`config.mk`:
```
export PLATFORM = sky130hd
export DESIGN_NAME = mfm_multiplier
export DESIGN_NICKNAME = d
export VERILOG_FILES = /design/src/rtl/mfm_pkg.sv /design/src/rtl/mfm_operand_decode.sv /design/src/rtl/mfm_array_mult.sv /design/src/rtl/mfm_result_encode.sv /design/src/rtl/mfm_multiplier.sv
export SDC_FILE = /design/constraint.sdc
export NUM_CORES = 1
export LEC_CHECK = 0
export BUFFER_PORTS_ARGS = -buffer_cell sky130_fd_sc_hd__buf_2
export CORE_UTILIZATION = 41
export DETAILED_ROUTE_END_ITERATION = 7
export PLACE_DENSITY = 0.74
export SLEW_MARGIN = 20
export SYNTH_ARGS = -nofsm -noshare
export SYNTH_HDL_FRONTEND = slang
export SYNTH_SLANG_ARGS = --single-unit
export TNS_END_PERCENT = 5
```
`constraint.sdc`:
```
create_clock -name vclk -period 19.1
set_clock_uncertainty 0.2 [all_clocks]
set_input_delay 3.82 -clock vclk [all_inputs]
set_output_delay 3.82 -clock vclk [all_outputs]
set_load 0.005 [all_outputs]
```
`src/rtl/mfm_pkg.sv`:
```
package mfm_pkg;
  typedef enum logic [1:0] {
    FMT_UNSIGNED = 2'b00,
    FMT_SIGNMAG  = 2'b01,
    FMT_ONES     = 2'b10,
    FMT_TWOS     = 2'b11
  } fmt_e;
endpackage

```
`src/rtl/mfm_operand_decode.sv`:
```
// Splits one operand into a sign flag and an unsigned magnitude.
module mfm_operand_decode #(
  parameter int W = 4
) (
  input  logic [W-1:0]  raw,
  input  mfm_pkg::fmt_e fmt,
  output logic          neg,
  output logic [W-1:0]  mag
);
  localparam int LW = W - 1;

  logic msb;
  assign msb = raw[W-1];

  always_comb begin
    neg = 1'b0;
    mag = raw;
    unique case (fmt)
      mfm_pkg::FMT_UNSIGNED: begin
        neg = 1'b0;
        mag = raw;
      end
      mfm_pkg::FMT_SIGNMAG: begin
        neg = msb;
        mag = {1'b0, raw[LW-1:0]};
      end
      mfm_pkg::FMT_ONES: begin
        neg = msb;
        mag = msb ? ~raw : raw;
      end
      mfm_pkg::FMT_TWOS: begin
        neg = msb;
        // the most negative value maps to 2^(W-1), which still fits in W bits
        mag = msb ? W'(~raw + W'(1)) : raw;
      end
      default: begin
        neg = 1'b0;
        mag = raw;
      end
    endcase
  end
endmodule

```
`src/rtl/mfm_array_mult.sv`:
```
// Unsigned shift-and-add array: one row per bit of the narrower operand b.
module mfm_array_mult #(
  parameter int AW = 4,
  parameter int BW = 4
) (
  input  logic [AW-1:0]    a,
  input  logic [BW-1:0]    b,
  output logic [AW+BW-1:0] p
);
  localparam int PW = AW + BW;

  logic [PW-1:0] acc [BW+1];

  assign acc[0] = '0;

  for (genvar r = 0; r < BW; r++) begin : g_row
    logic [PW-1:0] part;
    assign part       = b[r] ? (PW'(a) << r) : '0;
    assign acc[r + 1] = acc[r] + part;
  end

  assign p = acc[BW];
endmodule

```
`src/rtl/mfm_result_encode.sv`:
```
// Writes a sign and an unsigned magnitude product back in the chosen format.
module mfm_result_encode #(
  parameter int PW = 8
) (
  input  mfm_pkg::fmt_e fmt,
  input  logic          neg,
  input  logic [PW-1:0] mag,
  output logic [PW-1:0] z
);
  logic nonzero;
  logic neg_nz;

  assign nonzero = |mag;
  // a zero magnitude always comes out as positive zero
  assign neg_nz  = neg & nonzero;

  always_comb begin
    z = mag;
    unique case (fmt)
      mfm_pkg::FMT_UNSIGNED: z = mag;
      mfm_pkg::FMT_SIGNMAG:  z = {neg_nz, mag[PW-2:0]};
      mfm_pkg::FMT_ONES:     z = neg_nz ? ~mag : mag;
      mfm_pkg::FMT_TWOS:     z = neg_nz ? PW'(~mag + PW'(1)) : mag;
      default:               z = mag;
    endcase
  end
endmodule

```
`src/rtl/mfm_multiplier.sv`:
```
// Combinational multiplier for four integer formats sharing one datapath.
module mfm_multiplier #(
  parameter int N = 4,
  parameter int M = 4
) (
  input  logic [N-1:0]   op_x,
  input  logic [M-1:0]   op_y,
  input  logic [1:0]     fmt,
  output logic [N+M-1:0] prod
);
  localparam int PW = N + M;

  mfm_pkg::fmt_e fmt_sel;
  logic          neg_x;
  logic          neg_y;
  logic          neg_p;
  logic [N-1:0]  mag_x;
  logic [M-1:0]  mag_y;
  logic [PW-1:0] mag_p;

  assign fmt_sel = mfm_pkg::fmt_e'(fmt);

  mfm_operand_decode #(.W(N)) u_dec_x (
    .raw(op_x), .fmt(fmt_sel), .neg(neg_x), .mag(mag_x)
  );

  mfm_operand_decode #(.W(M)) u_dec_y (
    .raw(op_y), .fmt(fmt_sel), .neg(neg_y), .mag(mag_y)
  );

  assign neg_p = neg_x ^ neg_y;

  mfm_array_mult #(.AW(N), .BW(M)) u_mult (
    .a(mag_x), .b(mag_y), .p(mag_p)
  );

  mfm_result_encode #(.PW(PW)) u_enc (
    .fmt(fmt_sel), .neg(neg_p), .mag(mag_p), .z(prod)
  );
endmodule

```
# [After elaboration in Yosys (flattened, before gate mapping)]
# Cells that the tools add are included.
[totals] regBits=0 output_inout_bits=8
[op_classes] addsub=6 eq_ne=3 mux=15 n_bitwise=5 n_reduce_logical=3
[op_table] operator="$pmux 4 s4" count=2
[op_table] operator="$pmux 8 s4" count=1
[op_table] operator="$mux 4" count=5
[op_table] operator="$mux 8" count=2
[op_table] operator="$add 4x1->4 const B" count=2
[op_table] operator="$add 8x1->8 const B" count=1
[op_table] operator="$add 8x6->8" count=1
[op_table] operator="$add 8x7->8" count=1
[op_table] operator="$add 8x8->8" count=1
[op_table] operator="$not 4->4" count=2
[op_table] operator="$not 8->8" count=1
[op_table] operator="$reduce_or 8->1" count=1
[op_table] operator="$mux 7" count=1
[op_table] operator="$mux 6" count=1
[op_table] operator="$mux 5" count=1
[op_table] operator="$eq 2x2->1 const B" count=2
[op_table] operator="$pmux 1 s2" count=2
[op_table] operator="$reduce_or 3->1" count=1
[op_table] operator="$eq 2x1->1 const B" count=1
[op_table] operator="$logic_not 2->1" count=1
[op_table] operator="$and 1x1->1" count=1
[op_table] operator="$xor 1x1->1" count=1

# [Longest topological paths before layout]
# Gate-level depths: netlist (run 1).
[logic_depth] depth_word=12 mapped_depth=19 ltp_nobuf=18

# [Cells and area by module]
# Synthesis (run 1) repeated with hierarchy kept, for this count alone.
[hier_totals] hier_cells=112 area_unflattened_um2=854.6
[by_module_without_submodules] mod="mfm_array_mult" instances=1 cells_each=42 area_per_inst_um2=385.4 seq_area_each_um2=0.0
[by_module_without_submodules] mod="mfm_result_encode" instances=1 cells_each=37 area_per_inst_um2=260.2 seq_area_each_um2=0.0
[by_module_without_submodules] mod="mfm_operand_decode" instances=2 cells_each=16 area_per_inst_um2=100.1 seq_area_each_um2=0.0
[by_module_without_submodules] mod="mfm_multiplier" instances=1 cells_each=1 area_per_inst_um2=8.8 seq_area_each_um2=0.0

# [Worst setup path before layout (run 1)]
# Ideal clock, no wire load.
[synth_timing] kind="input to output" start="in op_y[0]" end="out prod[3]" arrival_ns=7.724 required_ns=15.080 setup_slack_ns=7.356 stages=18 path_buffers=1 cell_sequence="clkbuf_1 inv_1 ha_1 a21oi_1 nor2_1 a21oi_1 nor2_1 fa_1 fa_1 ha_1 inv_1 fa_1 or3b_1 nor2_1 nand2_1 nor3_4 nor3_1 xor2_1"
[synth_between] elab_chain_cells=12 elab_cells_between_ends=19 classes_between="add/sub: 5; mux: 10; bitwise: 3; reduce/logical: 1"
[synth_rtl] item="start, declared" line_no="mfm_multiplier.sv:7" text="input logic [M-1:0] op_y,"
[synth_rtl] item="$not 4->4" line_no="mfm_operand_decode.sv:29, mfm_operand_decode.sv:34"
[synth_rtl] item="$add 4x1->4" line_no="mfm_operand_decode.sv:34" text="mag = msb ? W'(~raw + W'(1)) : raw;"
[synth_rtl] item="$mux 4" line_no="mfm_operand_decode.sv:34"
[synth_rtl] item="$pmux 4 s4 (*)" line_no="mfm_operand_decode.sv:18" text="unique case (fmt)"
[synth_rtl] item="$mux 4 or $mux 5 (tied branches)" line_no="mfm_array_mult.sv:18" text="assign part = b[r] ? (PW'(a) << r) : '0;"
[synth_rtl] item="$add 8x8->8" line_no="mfm_array_mult.sv:19" text="assign acc[r + 1] = acc[r] + part;"
[synth_rtl] item="$add 8x6->8" line_no="mfm_array_mult.sv:19"
[synth_rtl] item="$add 8x7->8 (*)" line_no="mfm_array_mult.sv:19"
[synth_rtl] item="$not 8->8 or $reduce_or 8->1 (tied branches)" line_no="mfm_result_encode.sv:22, mfm_result_encode.sv:23, mfm_result_encode.sv:13"
[synth_rtl] item="$add 8x1->8 or $and 1x1->1 (tied branches)" line_no="mfm_result_encode.sv:23, mfm_result_encode.sv:15"
[synth_rtl] item="$mux 8 (on tied branches)" line_no="mfm_result_encode.sv:23, mfm_result_encode.sv:22"
[synth_rtl] item="$pmux 8 s4 (*)" line_no="mfm_result_encode.sv:19" text="unique case (fmt)"
[synth_rtl] item="end, declared" line_no="mfm_multiplier.sv:9" text="output logic [N+M-1:0] prod"
# Every way passes the cells marked *; elsewhere a longest branch is shown, timed or not.

# [Worst setup path after layout (run 1)]
[layout_timing] start="in op_x[0]" end="out prod[4]"
[layout_between] elab_chain_cells=12 elab_cells_between_ends=19 classes_between="add/sub: 5; mux: 10; bitwise: 3; reduce/logical: 1"
[layout_rtl] item="start, declared" line_no="mfm_multiplier.sv:6" text="input logic [N-1:0] op_x,"
[layout_rtl] item="$not 4->4" line_no="mfm_operand_decode.sv:29, mfm_operand_decode.sv:34"
[layout_rtl] item="$add 4x1->4" line_no="mfm_operand_decode.sv:34"
[layout_rtl] item="$mux 4" line_no="mfm_operand_decode.sv:34"
[layout_rtl] item="$pmux 4 s4 (*)" line_no="mfm_operand_decode.sv:18"
[layout_rtl] item="$mux 4 or $mux 5 (tied branches)" line_no="mfm_array_mult.sv:18"
[layout_rtl] item="$add 8x8->8" line_no="mfm_array_mult.sv:19"
[layout_rtl] item="$add 8x6->8" line_no="mfm_array_mult.sv:19"
[layout_rtl] item="$add 8x7->8 (*)" line_no="mfm_array_mult.sv:19"
[layout_rtl] item="$not 8->8 or $reduce_or 8->1 (tied branches)" line_no="mfm_result_encode.sv:22, mfm_result_encode.sv:23, mfm_result_encode.sv:13"
[layout_rtl] item="$add 8x1->8 or $and 1x1->1 (tied branches)" line_no="mfm_result_encode.sv:23, mfm_result_encode.sv:15"
[layout_rtl] item="$mux 8 (on tied branches)" line_no="mfm_result_encode.sv:23, mfm_result_encode.sv:22"
[layout_rtl] item="$pmux 8 s4 (*)" line_no="mfm_result_encode.sv:19"
# Marks and branches as above.

==> key figures, run 1 <==
Outcome
  – Status: complete, no violations

Hold path
  – Hold Path Cell Cnt: 3
  – HP Class: input port to output port

Critical path
  – Worst EP arrival: between 8 and 9 ns
  – Crit-path slowest cell: fa_1
  – CP peak stage delay: around 0.55 ns
  – Startpoint types: input port
  – Critical Path RT: 15.08 ns
  – Worst setup path class: input port to output port
  – Max FO, Critical Path: 8
  – Critical path capture point type: output port
  – CP cell instances: buf_2, inv_1, ha_1, a21oi_1, nor2_1, a21oi_1, nor2_1, fa_1, fa_1, ha_1, inv_1, fa_1, or3b_1, nor2_1, nand2_1, nor3_4, a311oi_1, xnor2_1, buf_2

Placed design
  – Final HPWL DP: 1660 um
  – IO buf count: 18
  – Placed insts: about 170
  – RePlAce Congestion: around 0.83

Finish
  – Multi-input logic area: 868 um2
  – Clock buffer count: 0
  – Reg area: 0 um2
  – Non-Filler Instances: 165
  – Final-layout fill cell count: approximately 220
  – Num sequential: 0
  – Fraction of layout cells with a size suffix above 1: 19.6%
  – Util after Layout: 50.4%
  – Final nets: 168
  – Area Growth Syn to Fin: 10.5%
  – Antenna fix cells: 0

GRT
  – Tot GR Track Use: ~16%
  – Initial antenna violation count: 0
  – First-pass GRT wire length: around 3300 um
  – Vias in the first global route: about 790
  – Pin count of the biggest net entering global routing: 20
  – Grt total ovfl: 0

Power and ir drop
  – Power per cell area: ~38 nW/um2
  – Peak supply drop: 20.0 uV
  – Switching share of power: between 50% and 60%
  – Leak Pwr: just over 0.5 nW
  – Gate power share: between 90% and 100%
  – Pint: 17.2 uW
  – P_sw: 21.7 uW
  – Proportion of power drawn by flip-flops and latches: 0%
  – Clock group share of total power: 0%

Routing
  – Drt pass-1 iters: 4
  – DR iter-0 viols: 11
  – DR WL/cell: roughly 11 um
  – Number of nets with antenna violations after routing: 0
  – Detailed-route vias per instance: approximately 5.3
  – Final WL: 1900 um
  – DR vias: roughly 900
  – Remaining DRCs: 0

Timing
  – Fmax: about 82 MHz
  – RSZ-0062 raised after global routing: false
  – Tightest Pin Transition: 0.460 ns
  – Setup TNS: 0 ns
  – Final Hold Viols: 0
  – Hold_ws: between 7 and 8 ns
  – Crit path time final: 12.17 ns
  – Relative slew margins: between 60 and 70%
  – Final Max Slew Viols: 0
  – Final Setup Violations: 0
  – Period utilization: between 60 and 70%

Yosys
  – Largest cells by area after synthesis: ha_1 17%, nor2_1 11%, fa_1 11%
  – Mapped Area: approximately 930 um2
  – Syn. warnings: 0
  – Post-synth top cells: 28 x nor2_1, 13 x ha_1, 10 x inv_1
  – Total nets after synthesis: 151
  – Most common cell in the synthesized netlist: nor2_1
  – Mean Syn Cell Area: 7.58 um2
  – Post-synth top area share: around 17%
  – Mapped Cells: 123
  – Area leader, netlist: ha_1
  – Distinct cells, synth: 39
  – Register area share after synthesis: 0%

Floorplanning
  – Die area: about 2500 um2
  – Row cnt: 16
  – Core ar.: just over 2000 um2
  – Starting density of the core: a little under half
  – Chip width: 49.7 um
  – Die Y-Extent: between 40 and 50 um
  – Top Ports: 18

Clock tree
  – Hold-fix buffers, CTS: 0
  – Setup Fix Bufs, Post-CTS: 0
  – PostCTS Resize Cnt: 0

Job
  – Max cap viols: 0
[area by class of cell]
cell class         instances  share of cell area (%)
repair buffers            18                    8.75
multi-input cells        110                    84.3
well taps                 27                    3.28
inverters                 10                    3.65
[path summary, 6_finish.rpt]
check                 endpoint  slack (ns)  startpoint
worst max-delay path   prod[4]        6.93     op_x[0]
worst min-delay path   prod[7]        7.82      fmt[1]
[metal layers]
layer | GRT usage [%] | share of wire (%) | routed length [um] | up-vias
li1 | - | - | - | 454
met1 | 20.7 | 47 | 891 | 400
met2 | 30.9 | 49 | 938 | 20
met3 | 0.309 | 2.2 | 42 | 4
met4 | 1.90 | 1.3 | 24 | 0
met5 | 0 | 0 | 0 | -
[critical path: cells and delay by family]
family	cells	cell delay (ns)
AO/OA/AOI/OAI	3	0.55
XOR/XNOR	1	0.17
adder cells (fa/ha/maj)	5	1.99
buffers and inverters	4	0.37
AND/OR/NAND/NOR	6	1.24
[power by group through the flow]
stage	Sequential (mW)	Combinational, mW	Clock (mW)
6_report	0	0.0390	0
5_1_grt	0	0.0435	0
4_1_cts	0	0.0393	0
3_3_place_gp	0	0.0374	0
3_5_place_dp	0	0.0390	0
2_1_floorplan	0	0.0281	0
[cell usage in the layout (no fill, tap or decap), types with 3 or more instances in the layout]
cell type and n:
nand2_1 8, xor2_1 4, nor2_1 28, xnor2_1 6, ha_1 13, a21oi_1 6, buf_2 18, o21ai_0 3
inv_1 10, a211oi_1 3, fa_1 5
[stage by stage]
step           area (um2)  power (mW)  setup WS (ns)
2_1_floorplan         932      0.0281           7.36
3_3_place_gp         1030      0.0374           7.04
3_5_place_dp         1030      0.0390           6.95
4_1_cts              1030      0.0393           6.96
5_1_grt              1030      0.0435           6.60
6_report             1030      0.0390           6.93
[kinds of logic (layout without fill, tap and decap cells)]
| family | after synthesis | count (layout) | synth area share (%) |
|---|---|---|---|
| buffers and inverters | 13 | 28 | 6.85 |
| AO/OA/AOI/OAI | 23 | 23 | 17.6 |
| AND/OR/NAND/NOR | 55 | 55 | 30.5 |
| XOR/XNOR | 13 | 13 | 15.8 |
| multiplexers | 1 | 1 | 1.07 |
| adder cells (fa/ha/maj) | 18 | 18 | 28.2 |
Note: power is estimated with default switching activity, not from simulation.
==> run 2, diff against run 1 <==
==> constraint.sdc (replaced) <==
create_clock -name vclk -period 11.65
set_clock_uncertainty 0.2 [all_clocks]
set_input_delay 2.33 -clock vclk [all_inputs]
set_output_delay 2.33 -clock vclk [all_outputs]
set_load 0.005 [all_outputs]
==> key figures, run 2 (same netlist as run 1, synthesis figures left out) <==
Outcome
  – Status: complete, no violations (unchanged)

Routing
  – Number of nets with antenna violations after routing: 0 (unchanged)
  – Final WL: 1810 um (was 1900 um)
  – DR WL/cell: 11.0 um (was 11.5 um)
  – Detailed-route vias per instance: 5.06 (was 5.32)
  – DR iter-0 viols: 14 (was 11)
  – DR vias: 835 (was 878)
  – Drt pass-1 iters: 3 (was 4)
  – Remaining DRCs: 0 (unchanged)

Critical path
  – Critical Path RT: 9.12 ns (was 15.08 ns)
  – CP cell instances: buf_2, inv_1, ha_1, a21oi_1, nor2_1, a21oi_1, nor2_1, fa_1, fa_1, ha_1, inv_1, fa_1, or3b_1, nor2_1, nand2_1, nor3_4, a211oi_1, xor2_1, buf_2 (was buf_2, inv_1, ha_1, a21oi_1, nor2_1, a21oi_1, nor2_1, fa_1, fa_1, ha_1, inv_1, fa_1, or3b_1, nor2_1, nand2_1, nor3_4, a311oi_1, xnor2_1, buf_2)
  – Crit path launch: op_x[0] (unchanged)
  – Crit-path slowest cell: fa_1 (unchanged)
  – Max FO, Critical Path: 8 (unchanged)
  – CP peak stage delay: 0.55 ns (about the same)
  – Worst setup path class: input port to output port (unchanged)
  – Startpoint types: input port (unchanged)
  – Worst EP arrival: 6.63 ns (was 8.15 ns)
  – Critical path capture point type: output port (unchanged)

Floorplanning
  – Row cnt: 16 (unchanged)
  – Chip width: 49.7 um (unchanged)
  – Die Y-Extent: 49.7 um (unchanged)
  – Core ar.: 2040 um2 (unchanged)
  – Top Ports: 18 (unchanged)
  – Die area: 2470 um2 (unchanged)
  – Starting density of the core: 45.6% (unchanged)

Power and ir drop
  – Pint: 28.1 uW (was 17.2 uW)
  – P_sw: 35.2 uW (was 21.7 uW)
  – Gate power share: 100.0% (about the same)
  – Proportion of power drawn by flip-flops and latches: 0% (about the same)
  – Peak supply drop: 30.4 uV (was 20.0 uV)
  – Clock group share of total power: 0% (about the same)
  – Power per cell area: 61.5 nW/um2 (was 37.8 nW/um2)
  – Leak Pwr: 0.511 nW (unchanged)
  – Switching share of power: 55.6% (was 55.8%)

Finish
  – Fraction of layout cells with a size suffix above 1: 19.6% (unchanged)
  – Area Growth Syn to Fin: 10.5% (unchanged)
  – Clock buffer count: 0 (unchanged)
  – Final nets: 168 (unchanged)
  – Reg area: 0 um2 (unchanged)
  – Commonest non-fill, non-tap cell in the layout: nor2_1 (unchanged)
  – Most frequent cells in the layout: 28 x nor2_1, 18 x buf_2, 13 x ha_1, 10 x inv_1, 8 x nand2_1 (unchanged)
  – Antenna fix cells: 0 (unchanged)
  – Finished Cell Area: 1030 um2 (unchanged)
  – Num sequential: 0 (unchanged)

Placed design
  – Final HPWL DP: 1570 um (was 1660 um)
  – IO buf count: 18 (unchanged)
  – RePlAce Congestion: 0.808 (was 0.835)
  – Post-place instance area: 1030 um2 (unchanged)

Timing
  – Tightest Pin Transition: 0.471 ns (was 0.460 ns)
  – Crit path time final: a little over 9 ns
  – RSZ-0062 raised after global routing: false (unchanged)
  – Final Max Slew Viols: 0 (unchanged)
  – Final Setup Violations: 0 (unchanged)
  – Setup TNS: 0 ns (unchanged)
  – Hold_ws: 4.84 ns (was 7.82 ns)
  – Relative slew margins: 68.3% (was 69.0%)
  – Period utilization: between 70 and 80%
  – Final Hold Viols: 0 (unchanged)
  – Fmax: 109 MHz

GRT
  – Pin count of the biggest net entering global routing: 20 (unchanged)
  – Grt total ovfl: 0 (unchanged)
  – First-pass GRT wire length: 3080 um (was 3320 um)
  – Tot GR Track Use: 15.0% (was 16.3%)
  – Initial antenna violation count: 0 (unchanged)
  – Vias in the first global route: 754 (was 793)

Hold path
  – Hold Path Cell Cnt: 3 (unchanged)
  – HP Class: input port to output port (unchanged)
  – HP Start: fmt[1] (unchanged)
  – Hold EP: prod[7] (unchanged)

Clock tree
  – PostCTS Resize Cnt: 0 (unchanged)
  – Setup Fix Bufs, Post-CTS: 0 (unchanged)
  – Hold-fix buffers, CTS: 0 (unchanged)

Job
  – Max cap viols: 0 (unchanged)
==> run 2: cell counts in the layout (fill, tap and decap cells not counted) <==
Identical to the previous run, type by type.
==> run 2: worst max path at each step <==
stage	depth (start not counted)	to
floorplan	18	prod[3]
global placement	19	prod[4]
detailed placement	19	prod[4]
CTS	19	prod[4]
global route	19	prod[0]
finish	19	prod[2]
==> run 2: power by group through the flow <==
| stage | sequential (mW) | combinational [mW] | clock, mW |
|---|---|---|---|
| 6_report | 0 | 0.0633 | 0 |
| 5_1_grt | 0 | 0.0706 | 0 |
| 4_1_cts | 0 | 0.0635 | 0 |
| 3_5_place_dp | 0 | 0.0631 | 0 |
| 3_3_place_gp | 0 | 0.0612 | 0 |
| 2_1_floorplan | 0 | 0.0460 | 0 |
==> run 2: critical path, delay by kind of cell <==
| kind | cells | cell delay, ns |
|---|---|---|
| fa+ha+maj | 5 | 2.00 |
| simple gates | 6 | 1.21 |
| compound gates | 3 | 0.54 |
| buf+inv | 4 | 0.40 |
| xor+xnor | 1 | 0.16 |
==> run 2: metrics by stage <==
step | power, mW | instances | worst slack, ns | util (%)
CTS | 0.0635 | 165 | 2.52 | 50.4
detailed placement | 0.0631 | 165 | 2.50 | 50.4
floorplan | 0.0460 | 123 | 2.89 | -
global placement | 0.0612 | 165 | 2.60 | 50.4
global route | 0.0706 | 165 | 2.27 | 50.4
finish | 0.0633 | 165 | 2.49 | 50.4
==> run 2: layout make-up <==
cell class,count,area (um2)
Fill cell,215,1010
Timing Repair Buffer,18,90.1
Inverter,10,37.5
Multi-Input combinational cell,110,868
Tap cell,27,33.8
==> run 2: metal layers <==
layer / share of wire [%] / global-route usage, % / wire (um) / vias up
li1: - / - / - / 454
met1: 51 / 20.0 / 927 / 370
met2: 47 / 28.4 / 858 / 11
met3: 1.4 / 0 / 25 / 0
met4: 0 / 0 / 0 / 0
met5: 0 / 0 / 0 / -
==> run 3, diff against run 2 <==
==> constraint.sdc (replaced) <==
create_clock -name vclk -period 8.5
set_clock_uncertainty 0.2 [all_clocks]
set_input_delay 1.7 -clock vclk [all_inputs]
set_output_delay 1.7 -clock vclk [all_outputs]
set_load 0.005 [all_outputs]
==> key figures, run 3 (same netlist as run 1, synthesis figures left out) <==
Floorplanning
  – Starting density of the core: 45.6% (unchanged)
  – Core ar.: 2040 um2 (unchanged)
  – Row cnt: 16 (unchanged)
  – Top Ports: 18 (unchanged)
  – Chip width: 49.7 um (unchanged)
  – Die area: 2470 um2 (unchanged)
  – Die Y-Extent: 49.7 um (unchanged)

GRT
  – First-pass GRT wire length: 3440 um (was 3080 um)
  – Grt total ovfl: 0 (unchanged)
  – Met2 GRT Util: 33.6% (was 28.4%)
  – Most Used Layer, Global Route: met2 (unchanged)
  – Pin count of the biggest net entering global routing: 20 (unchanged)
  – Vias in the first global route: 834 (was 754)
  – Tot GR Track Use: 16.9% (was 15.0%)
  – GR Util met3: 0% (unchanged)
  – Initial antenna violation count: 0 (unchanged)
  – Met1 Use GR: 21.3% (was 20.0%)

Finish
  – Final nets: 168 (unchanged)
  – Reg area: 0 um2 (unchanged)
  – Most frequent cells in the layout: 28 x nor2_1, 18 x buf_2, 13 x ha_1, 10 x inv_1, 8 x nand2_1 (unchanged)
  – Fraction of layout cells with a size suffix above 1: 19.6% (unchanged)
  – Area Growth Syn to Fin: 10.5% (unchanged)
  – Non-Filler Instances: 165 (unchanged)
  – Clock buffer count: 0 (unchanged)
  – Antenna fix cells: 0 (unchanged)
  – Commonest non-fill, non-tap cell in the layout: nor2_1 (unchanged)
  – Num sequential: 0 (unchanged)

Critical path
  – Worst setup path class: input port to output port (unchanged)
  – Worst EP arrival: 6.00 ns (was 6.63 ns)
  – Max FO, Critical Path: 8 (unchanged)
  – Startpoint types: input port (unchanged)
  – Critical Path RT: 6.60 ns (was 9.12 ns)
  – Critical path capture point type: output port (unchanged)

Timing
  – Worst Setup Slack, final: 0.602 ns (was 2.49 ns)
  – Setup TNS: 0 ns (unchanged)
  – Fmax: ~130 MHz
  – Final Setup Violations: 0 (unchanged)
  – Period utilization: ~93%
  – Crit path time final: 7.90 ns
  – Final Hold Viols: 0 (unchanged)
  – RSZ-0062 raised after global routing: false (unchanged)
  – Relative slew margins: 67.2% (was 68.3%)
  – Tightest Pin Transition: 0.487 ns (was 0.471 ns)
  – Final Max Slew Viols: 0 (unchanged)

Routing
  – Remaining DRCs: 0 (unchanged)
  – DR WL/cell: 11.8 um (was 11.0 um)
  – Final WL: 1950 um (was 1810 um)
  – Number of nets with antenna violations after routing: 0 (unchanged)
  – Drt pass-1 iters: 4 (was 3)
  – DR vias: 871 (was 835)
  – Detailed-route vias per instance: 5.28 (was 5.06)
  – DR iter-0 viols: 13 (was 14)

Clock tree
  – PostCTS Resize Cnt: 0 (unchanged)
  – Setup Fix Bufs, Post-CTS: 0 (unchanged)
  – Hold-fix buffers, CTS: 0 (unchanged)

Placed design
  – Final HPWL DP: 1630 um (was 1570 um)
  – RePlAce Congestion: 0.813 (was 0.808)
  – Placed insts: 165 (unchanged)
  – Pre-CTS setup slack: 0.607 ns (was 2.50 ns)
  – IO buf count: 18 (unchanged)

Hold path
  – HP Class: input port to output port (unchanged)
  – Hold EP: prod[7] (unchanged)
  – HP Start: fmt[1] (unchanged)
  – Hold Path Cell Cnt: 3 (unchanged)

Power and ir drop
  – Peak supply drop: 42.2 uV (was 30.4 uV)
  – Power per cell area: 84.8 nW/um2 (was 61.5 nW/um2)
  – Leak Pwr: 0.511 nW (unchanged)

Outcome
  – Status: complete, no violations (unchanged)

Job
  – Max cap viols: 0 (unchanged)
==> run 3: cell counts in the layout (fill, tap and decap cells not counted) <==
Identical to the previous run, type by type.
==> run 3: power breakdown <==
part	total [mW]	switching (mW)	internal, mW
Sequential	0	0	0
Combinational	0.0874	0.0487	0.0386
Clock	0	0	0
Total	0.0874	0.0487	0.0386
==> run 3: worst max-delay path by stage <==
stage,start,to,slack (ns)
finish,op_x[0],prod[3],0.60
global route,op_x[0],prod[0],0.33
CTS,op_x[0],prod[3],0.61
detailed placement,op_x[0],prod[3],0.61
global placement,op_y[0],prod[3],0.72
floorplan,op_y[0],prod[3],1.0
==> run 3: worst max-delay path, cell delays in order <==
cell and delay, ns:
buf_2 0.12, inv_1 0.07, ha_1 0.29, a21oi_1 0.13
nor2_1 0.05, a21oi_1 0.26, nor2_1 0.11, fa_1 0.49
fa_1 0.55, ha_1 0.16, inv_1 0.05, fa_1 0.50
or3b_1 0.44, nor2_1 0.15, nand2_1 0.12, nor3_4 0.37
nor3_1 0.13, xor2_1 0.15, buf_2 0.13
==> run 3: cell type report <==
cell class,count,area [um2]
Inverter,10,37.5
Fill cell,210,1010
Timing Repair Buffer,18,90.1
Multi-Input combinational cell,110,868
Tap cell,27,33.8
==> run 3: metrics by stage <==
stage | util, % | total power [mW] | instance area, um2 | hold WS (ns)
floorplan | - | 0.0631 | 932 | 3.24
global placement | 50.4 | 0.0838 | 1030 | 3.57
detailed placement | 50.4 | 0.0873 | 1030 | 3.59
CTS | 50.4 | 0.0881 | 1030 | 3.59
global route | 50.4 | 0.0980 | 1030 | 3.62
finish | 50.4 | 0.0874 | 1030 | 3.59
==> run 3: layer usage <==
metal  share of wire, %  vias up
met1                 47      408
met4                  0        0
met3                1.7        0
met5                  0        -
li1                   -      450
met2                 51       13
